**src/rtl/dmx_pkg.sv**
```systemverilog
package dmx_pkg;

   // address step modes, shared by source and destination generators
   typedef enum logic [1:0] {
      AM_INC  = 2'd0,
      AM_DEC  = 2'd1,
      AM_HOLD = 2'd2,
      AM_NONE = 2'd3
   } amode_e;

   typedef enum logic [1:0] {
      ST_IDLE,
      ST_RD,
      ST_WR,
      ST_GAP
   } seq_st_e;

   // control word, msb first; bit positions are part of the software contract
   typedef struct packed {
      logic       en;        // 31
      logic       irq_en;    // 30
      logic       rep;       // 29
      logic       imm;       // 28
      logic [3:0] evt_sel;   // 27:24
      logic [3:0] rsv_hi;    // 23:20
      logic [3:0] bsize;     // 19:16
      logic       src_rel;   // 15
      amode_e     src_mode;  // 14:13
      logic       dst_rel;   // 12
      amode_e     dst_mode;  // 11:10
      logic [9:0] rsv_lo;    // 9:0
   } ctrl_t;

   localparam logic [2:0] RI_SRC   = 3'd0;
   localparam logic [2:0] RI_DST   = 3'd1;
   localparam logic [2:0] RI_TOTAL = 3'd2;
   localparam logic [2:0] RI_WORDS = 3'd3;
   localparam logic [2:0] RI_GAP   = 3'd4;
   localparam logic [2:0] RI_FILL  = 3'd5;
   localparam logic [2:0] RI_CTRL  = 3'd6;

   localparam int PS_LSB = 16;

endpackage

```
**src/rtl/dmx_regs.sv**
```systemverilog
module dmx_regs
   import dmx_pkg::*;
#(
   parameter int ADDR_W = 32,
   parameter int WCNT_W = 24,
   parameter int TCNT_W = 28,
   parameter int GAP_W  = 16,
   parameter int PS_W   = 2
) (
   input  logic              clk_i,
   input  logic              rst_ni,
   input  logic              we_i,
   input  logic [2:0]        widx_i,
   input  logic [31:0]       wdata_i,
   input  logic [2:0]        ridx_i,
   output logic [31:0]       rdata_o,
   input  logic              clr_en_i,
   output ctrl_t             ctrl_o,
   output logic [WCNT_W-1:0] words_o,
   output logic [TCNT_W-1:0] total_o,
   output logic [GAP_W-1:0]  gap_o,
   output logic [PS_W-1:0]   ps_o,
   output logic [31:0]       fill_o,
   output logic [ADDR_W-1:0] src_o,
   output logic [ADDR_W-1:0] dst_o,
   output logic              src_ld_o,
   output logic              dst_ld_o,
   output logic              arm_o
);

   ctrl_t             ctrl_q;
   logic [ADDR_W-1:0] src_q, dst_q;
   logic [WCNT_W-1:0] words_q;
   logic [TCNT_W-1:0] total_q;
   logic [GAP_W-1:0]  gap_q;
   logic [PS_W-1:0]   ps_q;
   logic [31:0]       fill_q;
   logic              arm_q;
   logic              ctrl_wr, en_rise;

   assign ctrl_wr = we_i && (widx_i == RI_CTRL);
   assign en_rise = ctrl_wr && wdata_i[31] && !ctrl_q.en;

   always_ff @(posedge clk_i or negedge rst_ni) begin
      if (!rst_ni) begin
         ctrl_q  <= '0;
         src_q   <= '0;
         dst_q   <= '0;
         words_q <= '0;
         total_q <= '0;
         gap_q   <= '0;
         ps_q    <= '0;
         fill_q  <= '0;
         arm_q   <= 1'b0;
      end else begin
         arm_q <= en_rise;
         if (clr_en_i) ctrl_q.en <= 1'b0;
         if (we_i) begin
            unique case (widx_i)
               RI_SRC:   src_q   <= wdata_i[ADDR_W-1:0];
               RI_DST:   dst_q   <= wdata_i[ADDR_W-1:0];
               RI_TOTAL: total_q <= wdata_i[TCNT_W-1:0];
               RI_WORDS: words_q <= wdata_i[WCNT_W-1:0];
               RI_GAP: begin
                  gap_q <= wdata_i[GAP_W-1:0];
                  ps_q  <= wdata_i[PS_LSB +: PS_W];
               end
               RI_FILL:  fill_q  <= wdata_i;
               RI_CTRL:  ctrl_q  <= ctrl_t'(wdata_i);
               default: ;
            endcase
         end
      end
   end

   always_comb begin
      rdata_o = '0;
      unique case (ridx_i)
         RI_SRC:   rdata_o = 32'(src_q);
         RI_DST:   rdata_o = 32'(dst_q);
         RI_TOTAL: rdata_o = 32'(total_q);
         RI_WORDS: rdata_o = 32'(words_q);
         RI_GAP:   rdata_o = 32'(gap_q) | (32'(ps_q) << PS_LSB);
         RI_FILL:  rdata_o = fill_q;
         RI_CTRL:  rdata_o = 32'(ctrl_q);
         default:  rdata_o = '0;
      endcase
   end

   assign ctrl_o   = ctrl_q;
   assign words_o  = words_q;
   assign total_o  = total_q;
   assign gap_o    = gap_q;
   assign ps_o     = ps_q;
   assign fill_o   = fill_q;
   assign src_o    = src_q;
   assign dst_o    = dst_q;
   assign src_ld_o = we_i && (widx_i == RI_SRC);
   assign dst_ld_o = we_i && (widx_i == RI_DST);
   assign arm_o    = arm_q;

   // arming follows exactly one enabling write
   p_arm_once_r6: assert property (@(posedge clk_i) disable iff (!rst_ni)
      arm_q |=> !arm_q);

endmodule

```
**src/rtl/dmx_agen.sv**
```systemverilog
module dmx_agen
   import dmx_pkg::*;
#(
   parameter int ADDR_W = 32
) (
   input  logic              clk_i,
   input  logic              rst_ni,
   input  logic              ld_i,
   input  logic [ADDR_W-1:0] ld_val_i,
   input  logic              reload_i,
   input  logic [ADDR_W-1:0] reload_val_i,
   input  logic              step_i,
   input  amode_e            mode_i,
   output logic [ADDR_W-1:0] addr_o
);

   localparam logic [ADDR_W-1:0] WORD_BYTES = ADDR_W'(4);

   logic [ADDR_W-1:0] addr_q, addr_d;

   always_comb begin
      addr_d = addr_q;
      if (ld_i) begin
         addr_d = ld_val_i;
      end else if (reload_i) begin
         addr_d = reload_val_i;
      end else if (step_i) begin
         unique case (mode_i)
            AM_INC:  addr_d = addr_q + WORD_BYTES;
            AM_DEC:  addr_d = addr_q - WORD_BYTES;
            default: addr_d = addr_q;
         endcase
      end
   end

   always_ff @(posedge clk_i or negedge rst_ni) begin
      if (!rst_ni) addr_q <= '0;
      else         addr_q <= {addr_d[ADDR_W-1:2], 2'b00};
   end

   assign addr_o = addr_q;

   // an incrementing step advances by one word
   p_inc_step_r3: assert property (@(posedge clk_i) disable iff (!rst_ni)
      (step_i && !ld_i && !reload_i && mode_i == AM_INC)
      |=> addr_q == $past(addr_q) + WORD_BYTES);

   // a held address does not move on a step
   p_hold_step_r3: assert property (@(posedge clk_i) disable iff (!rst_ni)
      (step_i && !ld_i && !reload_i && mode_i == AM_HOLD) |=> $stable(addr_q));

endmodule

```
**src/rtl/dmx_pacer.sv**
```systemverilog
module dmx_pacer #(
   parameter int GAP_W = 16,
   parameter int PS_W  = 2
) (
   input  logic             clk_i,
   input  logic             rst_ni,
   input  logic             start_i,
   input  logic [GAP_W-1:0] interval_i,
   input  logic [PS_W-1:0]  ps_i,
   output logic             zero_o,
   output logic             expire_o
);

   // each prescale step divides the tick by four: two extra count bits per step
   localparam int MAX_SH = (PS_W == 0) ? 0 : 2 * ((1 << PS_W) - 1);
   localparam int CNT_W  = GAP_W + MAX_SH;

   logic [CNT_W-1:0] load_val, cnt_q;

   generate
      if (PS_W == 0) begin : g_noscale
         assign load_val = CNT_W'(interval_i);
      end else begin : g_scale
         assign load_val = CNT_W'(interval_i) << {ps_i, 1'b0};
      end
   endgenerate

   always_ff @(posedge clk_i or negedge rst_ni) begin
      if (!rst_ni)               cnt_q <= '0;
      else if (start_i)          cnt_q <= load_val;
      else if (cnt_q != '0)      cnt_q <= cnt_q - CNT_W'(1);
   end

   assign zero_o   = (load_val == '0);
   assign expire_o = (cnt_q == CNT_W'(1));

   // the spacing counter only counts down by one per cycle
   p_count_down_r5: assert property (@(posedge clk_i) disable iff (!rst_ni)
      (cnt_q != '0 && !start_i) |=> cnt_q == $past(cnt_q) - CNT_W'(1));

endmodule

```
**src/rtl/dmx_seq.sv**
```systemverilog
module dmx_seq
   import dmx_pkg::*;
#(
   parameter int ADDR_W = 32,
   parameter int WCNT_W = 24,
   parameter int TCNT_W = 28,
   parameter int TRIG_N = 16
) (
   input  logic              clk_i,
   input  logic              rst_ni,
   input  ctrl_t             ctrl_i,
   input  logic [WCNT_W-1:0] words_i,
   input  logic [TCNT_W-1:0] total_i,
   input  logic [31:0]       fill_i,
   input  logic              arm_i,
   input  logic [TRIG_N-1:0] trig_i,
   input  logic [ADDR_W-1:0] src_addr_i,
   input  logic [ADDR_W-1:0] dst_addr_i,
   input  logic              pace_zero_i,
   input  logic              pace_expire_i,
   output logic              pace_start_o,
   output logic              src_step_o,
   output logic              dst_step_o,
   output logic              src_reload_o,
   output logic              dst_reload_o,
   output logic              clr_en_o,
   output logic              mem_req_o,
   output logic              mem_we_o,
   output logic [ADDR_W-1:0] mem_addr_o,
   output logic [31:0]       mem_wdata_o,
   input  logic              mem_ack_i,
   input  logic [31:0]       mem_rdata_i,
   output logic              irq_o
);

   seq_st_e           state_q;
   logic [WCNT_W-1:0] run_left_q, beat_left_q;
   logic [TCNT_W-1:0] total_left_q;
   logic [31:0]       data_q;
   logic              pend_q, irq_q;

   logic [15:0] trig_pad;
   logic        evt, start, fill, counted, wr_done, last_word, last_beat, stop_now;
   logic [31:0] blen, words32, total32, run_len, first_len, next_len, gap_len;
   seq_st_e     beat_st;

   assign trig_pad  = 16'(trig_i);
   assign evt       = ctrl_i.en && !ctrl_i.imm && trig_pad[ctrl_i.evt_sel];
   assign start     = (state_q == ST_IDLE) && ctrl_i.en && (pend_q || evt);
   assign fill      = (ctrl_i.src_mode == AM_NONE);
   assign counted   = !ctrl_i.imm && !ctrl_i.rep;
   assign beat_st   = fill ? ST_WR : ST_RD;
   assign wr_done   = (state_q == ST_WR) && mem_ack_i;
   assign last_word = (run_left_q == WCNT_W'(1));
   assign last_beat = (beat_left_q == WCNT_W'(1));
   assign stop_now  = ctrl_i.imm || (counted && total_left_q == TCNT_W'(1));

   always_comb begin
      blen      = 32'd1 << ctrl_i.bsize;
      words32   = 32'(words_i);
      total32   = 32'(total_left_q);
      run_len   = (counted && total32 < words32) ? total32 : words32;
      first_len = (blen < run_len) ? blen : run_len;
      next_len  = 32'(run_left_q) - 32'd1;
      next_len  = (blen < next_len) ? blen : next_len;
      gap_len   = (blen < 32'(run_left_q)) ? blen : 32'(run_left_q);
   end

   always_ff @(posedge clk_i or negedge rst_ni) begin
      if (!rst_ni) begin
         state_q      <= ST_IDLE;
         run_left_q   <= '0;
         beat_left_q  <= '0;
         total_left_q <= '0;
         data_q       <= '0;
         pend_q       <= 1'b0;
         irq_q        <= 1'b0;
      end else begin
         irq_q <= wr_done && last_word && ctrl_i.irq_en && (stop_now || ctrl_i.rep);

         if (arm_i)             pend_q <= ctrl_i.imm;
         else if (!ctrl_i.en)   pend_q <= 1'b0;
         else if (start)        pend_q <= pend_q && evt;
         else if (evt)          pend_q <= 1'b1;

         if (arm_i) total_left_q <= total_i;
         else if (wr_done && counted) total_left_q <= total_left_q - TCNT_W'(1);

         unique case (state_q)
            ST_IDLE: begin
               if (start && run_len != 32'd0) begin
                  run_left_q  <= WCNT_W'(run_len);
                  beat_left_q <= WCNT_W'(first_len);
                  state_q     <= beat_st;
               end
            end
            ST_RD: begin
               if (mem_ack_i) begin
                  data_q  <= mem_rdata_i;
                  state_q <= ST_WR;
               end
            end
            ST_WR: begin
               if (mem_ack_i) begin
                  run_left_q  <= run_left_q - WCNT_W'(1);
                  beat_left_q <= beat_left_q - WCNT_W'(1);
                  if (last_word) begin
                     state_q <= ST_IDLE;
                  end else if (last_beat) begin
                     if (!ctrl_i.en) begin
                        state_q <= ST_IDLE;
                     end else if (pace_zero_i) begin
                        beat_left_q <= WCNT_W'(next_len);
                        state_q     <= beat_st;
                     end else begin
                        state_q <= ST_GAP;
                     end
                  end else begin
                     state_q <= beat_st;
                  end
               end
            end
            ST_GAP: begin
               if (!ctrl_i.en) begin
                  state_q <= ST_IDLE;
               end else if (pace_expire_i) begin
                  beat_left_q <= WCNT_W'(gap_len);
                  state_q     <= beat_st;
               end
            end
            default: state_q <= ST_IDLE;
         endcase
      end
   end

   assign pace_start_o = wr_done && last_beat && !last_word && ctrl_i.en;
   assign src_step_o   = wr_done && !fill;
   assign dst_step_o   = wr_done;
   assign src_reload_o = start && !ctrl_i.imm && ctrl_i.src_rel;
   assign dst_reload_o = start && !ctrl_i.imm && ctrl_i.dst_rel;
   assign clr_en_o     = wr_done && last_word && stop_now;
   assign mem_req_o    = (state_q == ST_RD) || (state_q == ST_WR);
   assign mem_we_o     = (state_q == ST_WR);
   assign mem_addr_o   = (state_q == ST_WR) ? dst_addr_i : src_addr_i;
   assign mem_wdata_o  = fill ? fill_i : data_q;
   assign irq_o        = irq_q;

   // an unacknowledged request is held unchanged
   p_hold_req_r2: assert property (@(posedge clk_i) disable iff (!rst_ni)
      (mem_req_o && !mem_ack_i) |=> (mem_req_o && $stable(mem_addr_o) && $stable(mem_we_o)));

   // every bus address is word aligned
   p_aligned_r2: assert property (@(posedge clk_i) disable iff (!rst_ni)
      mem_req_o |-> (mem_addr_o[1:0] == 2'b00));

   // fill mode never reads
   p_fill_no_read_r3: assert property (@(posedge clk_i) disable iff (!rst_ni)
      (mem_req_o && fill) |-> mem_we_o);

   // a burst never outlasts its run
   p_beat_in_run_r4: assert property (@(posedge clk_i) disable iff (!rst_ni)
      (state_q != ST_IDLE) |-> (beat_left_q <= run_left_q));

   // the remaining total never grows during a run
   p_total_down_r7: assert property (@(posedge clk_i) disable iff (!rst_ni)
      (state_q != ST_IDLE && !arm_i) |=> (total_left_q <= $past(total_left_q)));

   // the interrupt is a single-cycle pulse
   p_irq_pulse_r12: assert property (@(posedge clk_i) disable iff (!rst_ni)
      irq_o |=> !irq_o);

endmodule

```
**src/rtl/dmx_chan.sv**
```systemverilog
module dmx_chan
   import dmx_pkg::*;
#(
   parameter int ADDR_W = 32,
   parameter int WCNT_W = 24,
   parameter int TCNT_W = 28,
   parameter int GAP_W  = 16,
   parameter int PS_W   = 2,
   parameter int TRIG_N = 16
) (
   input  logic              clk_i,
   input  logic              rst_ni,
   input  logic              reg_we_i,
   input  logic [2:0]        reg_widx_i,
   input  logic [31:0]       reg_wdata_i,
   input  logic [2:0]        reg_ridx_i,
   output logic [31:0]       reg_rdata_o,
   input  logic [TRIG_N-1:0] trig_i,
   output logic              mem_req_o,
   output logic              mem_we_o,
   output logic [ADDR_W-1:0] mem_addr_o,
   output logic [31:0]       mem_wdata_o,
   input  logic              mem_ack_i,
   input  logic [31:0]       mem_rdata_i,
   output logic              irq_o
);

   localparam int NGEN = 2;   // 0: source, 1: destination

   generate
      if (ADDR_W < 3 || ADDR_W > 32) begin : g_bad_addr
         $error("dmx_chan: ADDR_W must lie in 3..32");
      end
      if (WCNT_W < 1 || WCNT_W > 31 || TCNT_W < 1 || TCNT_W > 32) begin : g_bad_cnt
         $error("dmx_chan: count widths out of range");
      end
      if (GAP_W < 1 || GAP_W > PS_LSB || PS_W > 2) begin : g_bad_gap
         $error("dmx_chan: spacing fields do not fit the register");
      end
      if (TRIG_N < 1 || TRIG_N > 16) begin : g_bad_trig
         $error("dmx_chan: TRIG_N must lie in 1..16");
      end
   endgenerate

   ctrl_t             ctrl;
   logic [WCNT_W-1:0] words;
   logic [TCNT_W-1:0] total;
   logic [GAP_W-1:0]  gap;
   logic [PS_W-1:0]   ps;
   logic [31:0]       fill;
   logic              clr_en, arm;
   logic              pace_start, pace_zero, pace_expire;

   logic [ADDR_W-1:0] prog_addr [NGEN];
   logic [ADDR_W-1:0] work_addr [NGEN];
   logic              ld       [NGEN];
   logic              reload   [NGEN];
   logic              step     [NGEN];
   amode_e            mode     [NGEN];

   assign mode[0] = ctrl.src_mode;
   assign mode[1] = ctrl.dst_mode;

   dmx_regs #(
      .ADDR_W(ADDR_W), .WCNT_W(WCNT_W), .TCNT_W(TCNT_W), .GAP_W(GAP_W), .PS_W(PS_W)
   ) u_regs (
      .clk_i    (clk_i),
      .rst_ni   (rst_ni),
      .we_i     (reg_we_i),
      .widx_i   (reg_widx_i),
      .wdata_i  (reg_wdata_i),
      .ridx_i   (reg_ridx_i),
      .rdata_o  (reg_rdata_o),
      .clr_en_i (clr_en),
      .ctrl_o   (ctrl),
      .words_o  (words),
      .total_o  (total),
      .gap_o    (gap),
      .ps_o     (ps),
      .fill_o   (fill),
      .src_o    (prog_addr[0]),
      .dst_o    (prog_addr[1]),
      .src_ld_o (ld[0]),
      .dst_ld_o (ld[1]),
      .arm_o    (arm)
   );

   for (genvar g = 0; g < NGEN; g++) begin : g_agen
      dmx_agen #(.ADDR_W(ADDR_W)) u_agen (
         .clk_i        (clk_i),
         .rst_ni       (rst_ni),
         .ld_i         (ld[g]),
         .ld_val_i     (reg_wdata_i[ADDR_W-1:0]),
         .reload_i     (reload[g]),
         .reload_val_i (prog_addr[g]),
         .step_i       (step[g]),
         .mode_i       (mode[g]),
         .addr_o       (work_addr[g])
      );
   end

   dmx_pacer #(.GAP_W(GAP_W), .PS_W(PS_W)) u_pacer (
      .clk_i      (clk_i),
      .rst_ni     (rst_ni),
      .start_i    (pace_start),
      .interval_i (gap),
      .ps_i       (ps),
      .zero_o     (pace_zero),
      .expire_o   (pace_expire)
   );

   dmx_seq #(
      .ADDR_W(ADDR_W), .WCNT_W(WCNT_W), .TCNT_W(TCNT_W), .TRIG_N(TRIG_N)
   ) u_seq (
      .clk_i         (clk_i),
      .rst_ni        (rst_ni),
      .ctrl_i        (ctrl),
      .words_i       (words),
      .total_i       (total),
      .fill_i        (fill),
      .arm_i         (arm),
      .trig_i        (trig_i),
      .src_addr_i    (work_addr[0]),
      .dst_addr_i    (work_addr[1]),
      .pace_zero_i   (pace_zero),
      .pace_expire_i (pace_expire),
      .pace_start_o  (pace_start),
      .src_step_o    (step[0]),
      .dst_step_o    (step[1]),
      .src_reload_o  (reload[0]),
      .dst_reload_o  (reload[1]),
      .clr_en_o      (clr_en),
      .mem_req_o     (mem_req_o),
      .mem_we_o      (mem_we_o),
      .mem_addr_o    (mem_addr_o),
      .mem_wdata_o   (mem_wdata_o),
      .mem_ack_i     (mem_ack_i),
      .mem_rdata_i   (mem_rdata_i),
      .irq_o         (irq_o)
   );

endmodule

```
**config.mk**
```make
export PLATFORM = sky130hd
export DESIGN_NAME = dmx_chan
export DESIGN_NICKNAME = d
export VERILOG_FILES = /design/src/rtl/dmx_pkg.sv /design/src/rtl/dmx_regs.sv /design/src/rtl/dmx_agen.sv /design/src/rtl/dmx_pacer.sv /design/src/rtl/dmx_seq.sv /design/src/rtl/dmx_chan.sv
export SDC_FILE = /design/constraint.sdc
export NUM_CORES = 1
export LEC_CHECK = 0
export ABC_AREA = 1
export CORE_AREA = 2 2 215 217
export DETAILED_ROUTE_END_ITERATION = 7
export DIE_AREA = 0 0 217 219
export DONT_BUFFER_PORTS = 1
export GPL_TIMING_DRIVEN = 0
export PLACE_DENSITY = 0.74
export REMOVE_ABC_BUFFERS = 1
export SLEW_MARGIN = 5
export SYNTH_ARGS = -nofsm -noshare
export SYNTH_HDL_FRONTEND = slang
export SYNTH_SLANG_ARGS = --single-unit
```
**constraint.sdc**
```tcl
create_clock -name clk_i -period 5.8 [get_ports clk_i]
set_clock_uncertainty 0.2 [all_clocks]
set_input_delay 1.16 -clock clk_i [delete_from_list [all_inputs] [get_ports clk_i]]
set_output_delay 1.16 -clock clk_i [all_outputs]
set_load 0.005 [all_outputs]
```
==> results <==
- Synthesis instantiated 67 different standard cells from the library.
- The flow ran to the end, but the final reports show violations.
- The number of cell rows is 78.
- The number of clock buffers inserted by TritonCTS is 45.
- The fraction of synthesized cell area taken by the top area cell type is 36.58%.
- After routing the design area is roughly 0.029 sq mm.
- The clock sink count is 393.
- By count the netlist is led by nand2_1 (884), inv_1 (479), o21ai_0 (431), dfrtp_1 (393), nor2_1 (314).
- STA classifies the critical path startpoint as a flop.
- The worst endpoint required time is 6.12 ns.
- The clock-pin slew on the worst setup and hold paths is around 0.06 ns.
- The most used flip-flop cell after synthesis is dfrtp_1.
- The checks that failed: design-rule violations, max-slew violations.
- After detailed routing, the number of vias per cell comes to a little over 6.
- The total count of hold-check failures in the final report came to 0.
- Based on the critical path, the design can be clocked at up to approximately 0.18 GHz.
- Of the synthesized area, sequential elements account for between 30% and 40%.
- The tool flagged a number of max-cap violations equal to 0.
- The remaining global-route overflow is 0.
- The count of input and output buffers is 0.
- The I/O pin count is between 150 and 200.
- At the end of the flow, the number of nets in the layout was 3,876.
- Of all cell types, the one taking the most synthesized area is dfrtp_1.
- The number of antenna violations at the first check in global routing came to 1.
- The endpoint arrival time on the critical path is 5.75 ns.
- After clock tree synthesis, the setup repair step added 0 buffers.
- In this run the cell area measured after placement is between 0.02 and 0.03 sq mm.
- Yosys instantiated no cell more often than nand2_1.
- The measured slew at the worst slew-check pin is about 1.6 ns.
- Traced cell by cell, the critical path runs through inv_1, ha_1, nand2_1, inv_1, nand2_1, nand2_1, a21oi_1, nand2_1, nand2_1, nand2_2, o21ai_0, inv_1, ha_1, nand2_1, nor2_1, a211oi_1, nand2_1, nand2_1, nand2_1, nand2_1, nand2_1, nand3_1, a21oi_2.
- Hold repair after CTS inserted 0 buffers.
- The total routing usage reported by global routing is a little under two fifths.
- The die height is 219 microns.
- The fraction of final layout cells with drive strength greater than 1 is roughly 5.6%.
- In the final routed layout, each cell accounts on average for between 20 and 25 microns.
- The cell chosen for the clock root is clkbuf_16.
- The path class of the tightest hold or removal check is input port to async pin.
- Counting flops and latches in the post-synthesis netlist gives 393.
- The beginning of the worst register-to-register path is u_regs.words_o[6].
- The share of flip-flops with an asynchronous set or reset after synthesis is 100.0%.
- The most repeated library cell on the critical path is nand2_1.
- At the later pin of the worst-skew pair, clock insertion delay measures about 0.60 ns.
- The synthesized instance count is roughly 3,700.
- The design draws ~14,000 uW.
- The number of fill cells is around 4,000.
- The number of flops mapped to enable cells by yosys is 0.
- The final design utilization is between 60% and 70%.
- Sorting the synthesized cells by area gives the leading types as dfrtp_1 (37%), nand2_1 (12%), o21ai_0 (8.0%).
- Across all layers, the routed design uses between 20,000 and 30,000 vias.
- The critical path in this run is classified as flop to flop.
- The largest vdd supply drop is about 400 uV.
- The worst register-to-register path ends at u_seq.beat_left_q[2].
- Final hold analysis gives a worst-case slack of approximately 0.066 ns.
- The worst pin sits at a relative slew slack of -4.132%.
- The dominant delay contributor by cell family on the critical path is simple AND/OR/NAND/NOR gates.
- Setup repair after global routing left no endpoint under its margin.
- The TritonCTS clock tree is yes.
- In this design, the stage delay of the slowest critical-path cell is between 0.9 and 1 ns.
- Along the worst path, the maximum fanout reaches 47.
- The total setup violations reported at the end of the flow is 0.
- Counting buffers and inverters, the worst setup path is 23 cells deep.
- The clock period minus worst slack is ~5.4 ns.
- Entering global routing, the biggest net connects 394 pins.
- The routability congestion estimate is just under 1.
- The placeable core region is around 0.045 sq mm.
- The repair_antennas step left the layout with diodes totalling 0.
- The nature of the critical path endpoint is a flop.
- Summed over all nets, the half-perimeter wirelength after detailed placement is approximately 67,000 microns.
- Together, buffers and inverters on the worst path number 3.
- The H-tree was split into 2 levels.
- The slowest stage of the critical path is the o21ai_0 cell.
- The first global-routing pass estimated roughly 140,000 microns of wire.
- The share of the cycle needed by the critical path after routing is 93.53%.
- The synthesis warning total is 0.
- The aggregate routed wire length is a little over 90,000 microns.
- The area enclosed by the die boundary is 0.04752 sq mm.
- Power spread over the standard cell area amounts to just under 500 mW/mm^2.
- Measured along the x axis, the die boundary spans roughly 220 microns.
- The number of DRC violations after detailed-routing iteration 0 is ~3,000.
- The synthesized netlist occupies a cell area of ~0.027 sq mm.
- The total leakage power is between 0.01 and 0.015 uW.
- The first detailed-routing pass ran for 8 iterations.
- Dividing the synthesized area by the synthesized cell count gives just over 7 sq um.
- Compared with the post-synthesis result, the final layout area differs by 8.125%.
- The maximum buffer depth of the clock tree is 3.
- The number of global-route vias before repair came to about 25,000.
- The max-slew violation total from the final report came to between 100 and 150.
- The number of DRC violations after detailed routing is 1.
- For flop-to-flop paths, the worst setup slack is roughly 0.38 ns.
- The initial utilization of the core area, before any placement, comes to 59.63%.
- The count of nets left with antenna violations once routing finished came out at 0.
- The number of cells traversed by the worst register-to-register path is 23.
## worst max-delay path by stage
| stage | start | endpoint | slack (ns) |
|---|---|---|---|
| 5_1_grt | u_regs.words_o[7] | u_seq.beat_left_q[8] | 0.02 |
| 3_5_place_dp | u_regs.words_o[6] | u_seq.beat_left_q[2] | -0.23 |
| 4_1_cts | u_regs.words_o[6] | u_seq.beat_left_q[2] | 0.49 |
| 2_1_floorplan | u_seq.state_q[0] | u_seq.run_left_q[0] | 0.67 |
| 3_3_place_gp | u_seq.state_q[0] | u_seq.run_left_q[16] | -3.01 |
| 6_report | u_regs.words_o[6] | u_seq.beat_left_q[2] | 0.38 |
## per-layer routing
metal  vias up  routed length, microns  global-route usage, %
met1     12350                   36210                  48.69
met5         -                      16                      0
met2      1216                   42200                  62.84
met4         2                    4510                  17.47
li1      12230                       -                      -
met3       255                    7998                  7.762
## registers in the layout (all words and copies together), names as in the netlist, 2 cells and up
register,flops
u_pacer.cnt_q,22
u_regs.src_o,32
u_regs.gap_o,16
u_seq.data_q,32
u_seq.run_left_q,24
u_seq.total_left_q,28
g_agen.u_agen.addr_o,60
u_regs.words_o,24
u_regs.fill_o,32
u_seq.beat_left_q,24
u_regs.ctrl_o,32
u_seq.state_q,2
u_regs.total_o,28
u_regs.ps_o,2
u_regs.dst_o,32
## worst reg2reg max path, stage by stage, from the launching register on
cell      delay [ns]
dfrtp_1         0.47
inv_1           0.08
ha_1            0.30
nand2_1         0.07
inv_1           0.05
nand2_1         0.07
nand2_1         0.05
a21oi_1         0.12
nand2_1         0.10
nand2_1         0.11
nand2_2         0.46
o21ai_0         0.94
inv_1           0.15
ha_1            0.34
nand2_1         0.07
nor2_1          0.10
a211oi_1        0.05
nand2_1         0.08
nand2_1         0.05
nand2_1         0.46
nand2_1         0.54
nand2_1         0.18
nand3_1         0.13
a21oi_2         0.19
## power by group
group	switching, uW	leakage, uW	internal, uW
Clock	1270	0.000830	1990
Sequential	850	0.00483	3650
Combinational	4360	0.00871	2350
## cells in the final DEF, fill, tap and decap left out, types with 14 or more instances in the layout
master	synthesis	routed
nor2_1	314	311
nand4_1	32	32
inv_1	479	478
dfrtp_1	393	393
xnor2_1	28	28
a221oi_1	14	14
nor3_1	43	39
a211oi_1	19	19
o221ai_1	33	33
o21bai_1	29	29
nor2_2	12	14
o22ai_1	61	61
nand2_1	884	875
o211ai_1	29	29
o21ai_0	431	426
a21oi_1	176	176
a21oi_2	15	15
nand3_1	174	171
o21ai_1	13	18
nor4_1	14	14
a31oi_1	30	30
mux2_2	32	32
ha_1	134	133
clkbuf_16	0	45
xor2_1	82	82
## per-stage QoR
| step | cells | setup TNS (ns) | setup WS, ns |
|---|---|---|---|
| final | 4287 | 0 | 0.3754 |
| after detailed placement | 4203 | -3.100 | -0.2266 |
| after CTS | 4287 | 0 | 0.4869 |
| after floorplan | 3585 | 0 | 0.6660 |
| after global placement | 4185 | -302.41 | -3.015 |
| after global routing | 4287 | 0 | 0.01649 |
## logic make-up after synthesis
| family | after synthesis | share of synthesized area (%) |
|---|---|---|
| AOI/OAI and AO/OA | 907 | 19.58 |
| xor gates and xnor gates | 110 | 3.583 |
| adders and majority gates | 136 | 6.385 |
| buffers and inverters | 651 | 9.409 |
| DFF | 393 | 36.58 |
| muxes | 36 | 1.489 |
| other | 1 | 0.01395 |
| and+or+nand+nor | 1504 | 22.96 |
## cell type report
class,instances,area (sq um),area share (%)
clock buffers,60,1303,4.480
inverters,497,1867,6.421
multi-input cells,2695,14610,50.25
well taps,600,750.7,2.582
clock inverters,24,380.4,1.308
repair buffers,18,327.8,1.128
flip-flops and latches,393,9834,33.83
## timing repair
item	in CTS	in global routing
gates resized for setup	4	2
setup endpoints to repair	16	15
pin swaps	0	0
No activity file was read; power rests on OpenSTA's default activity.
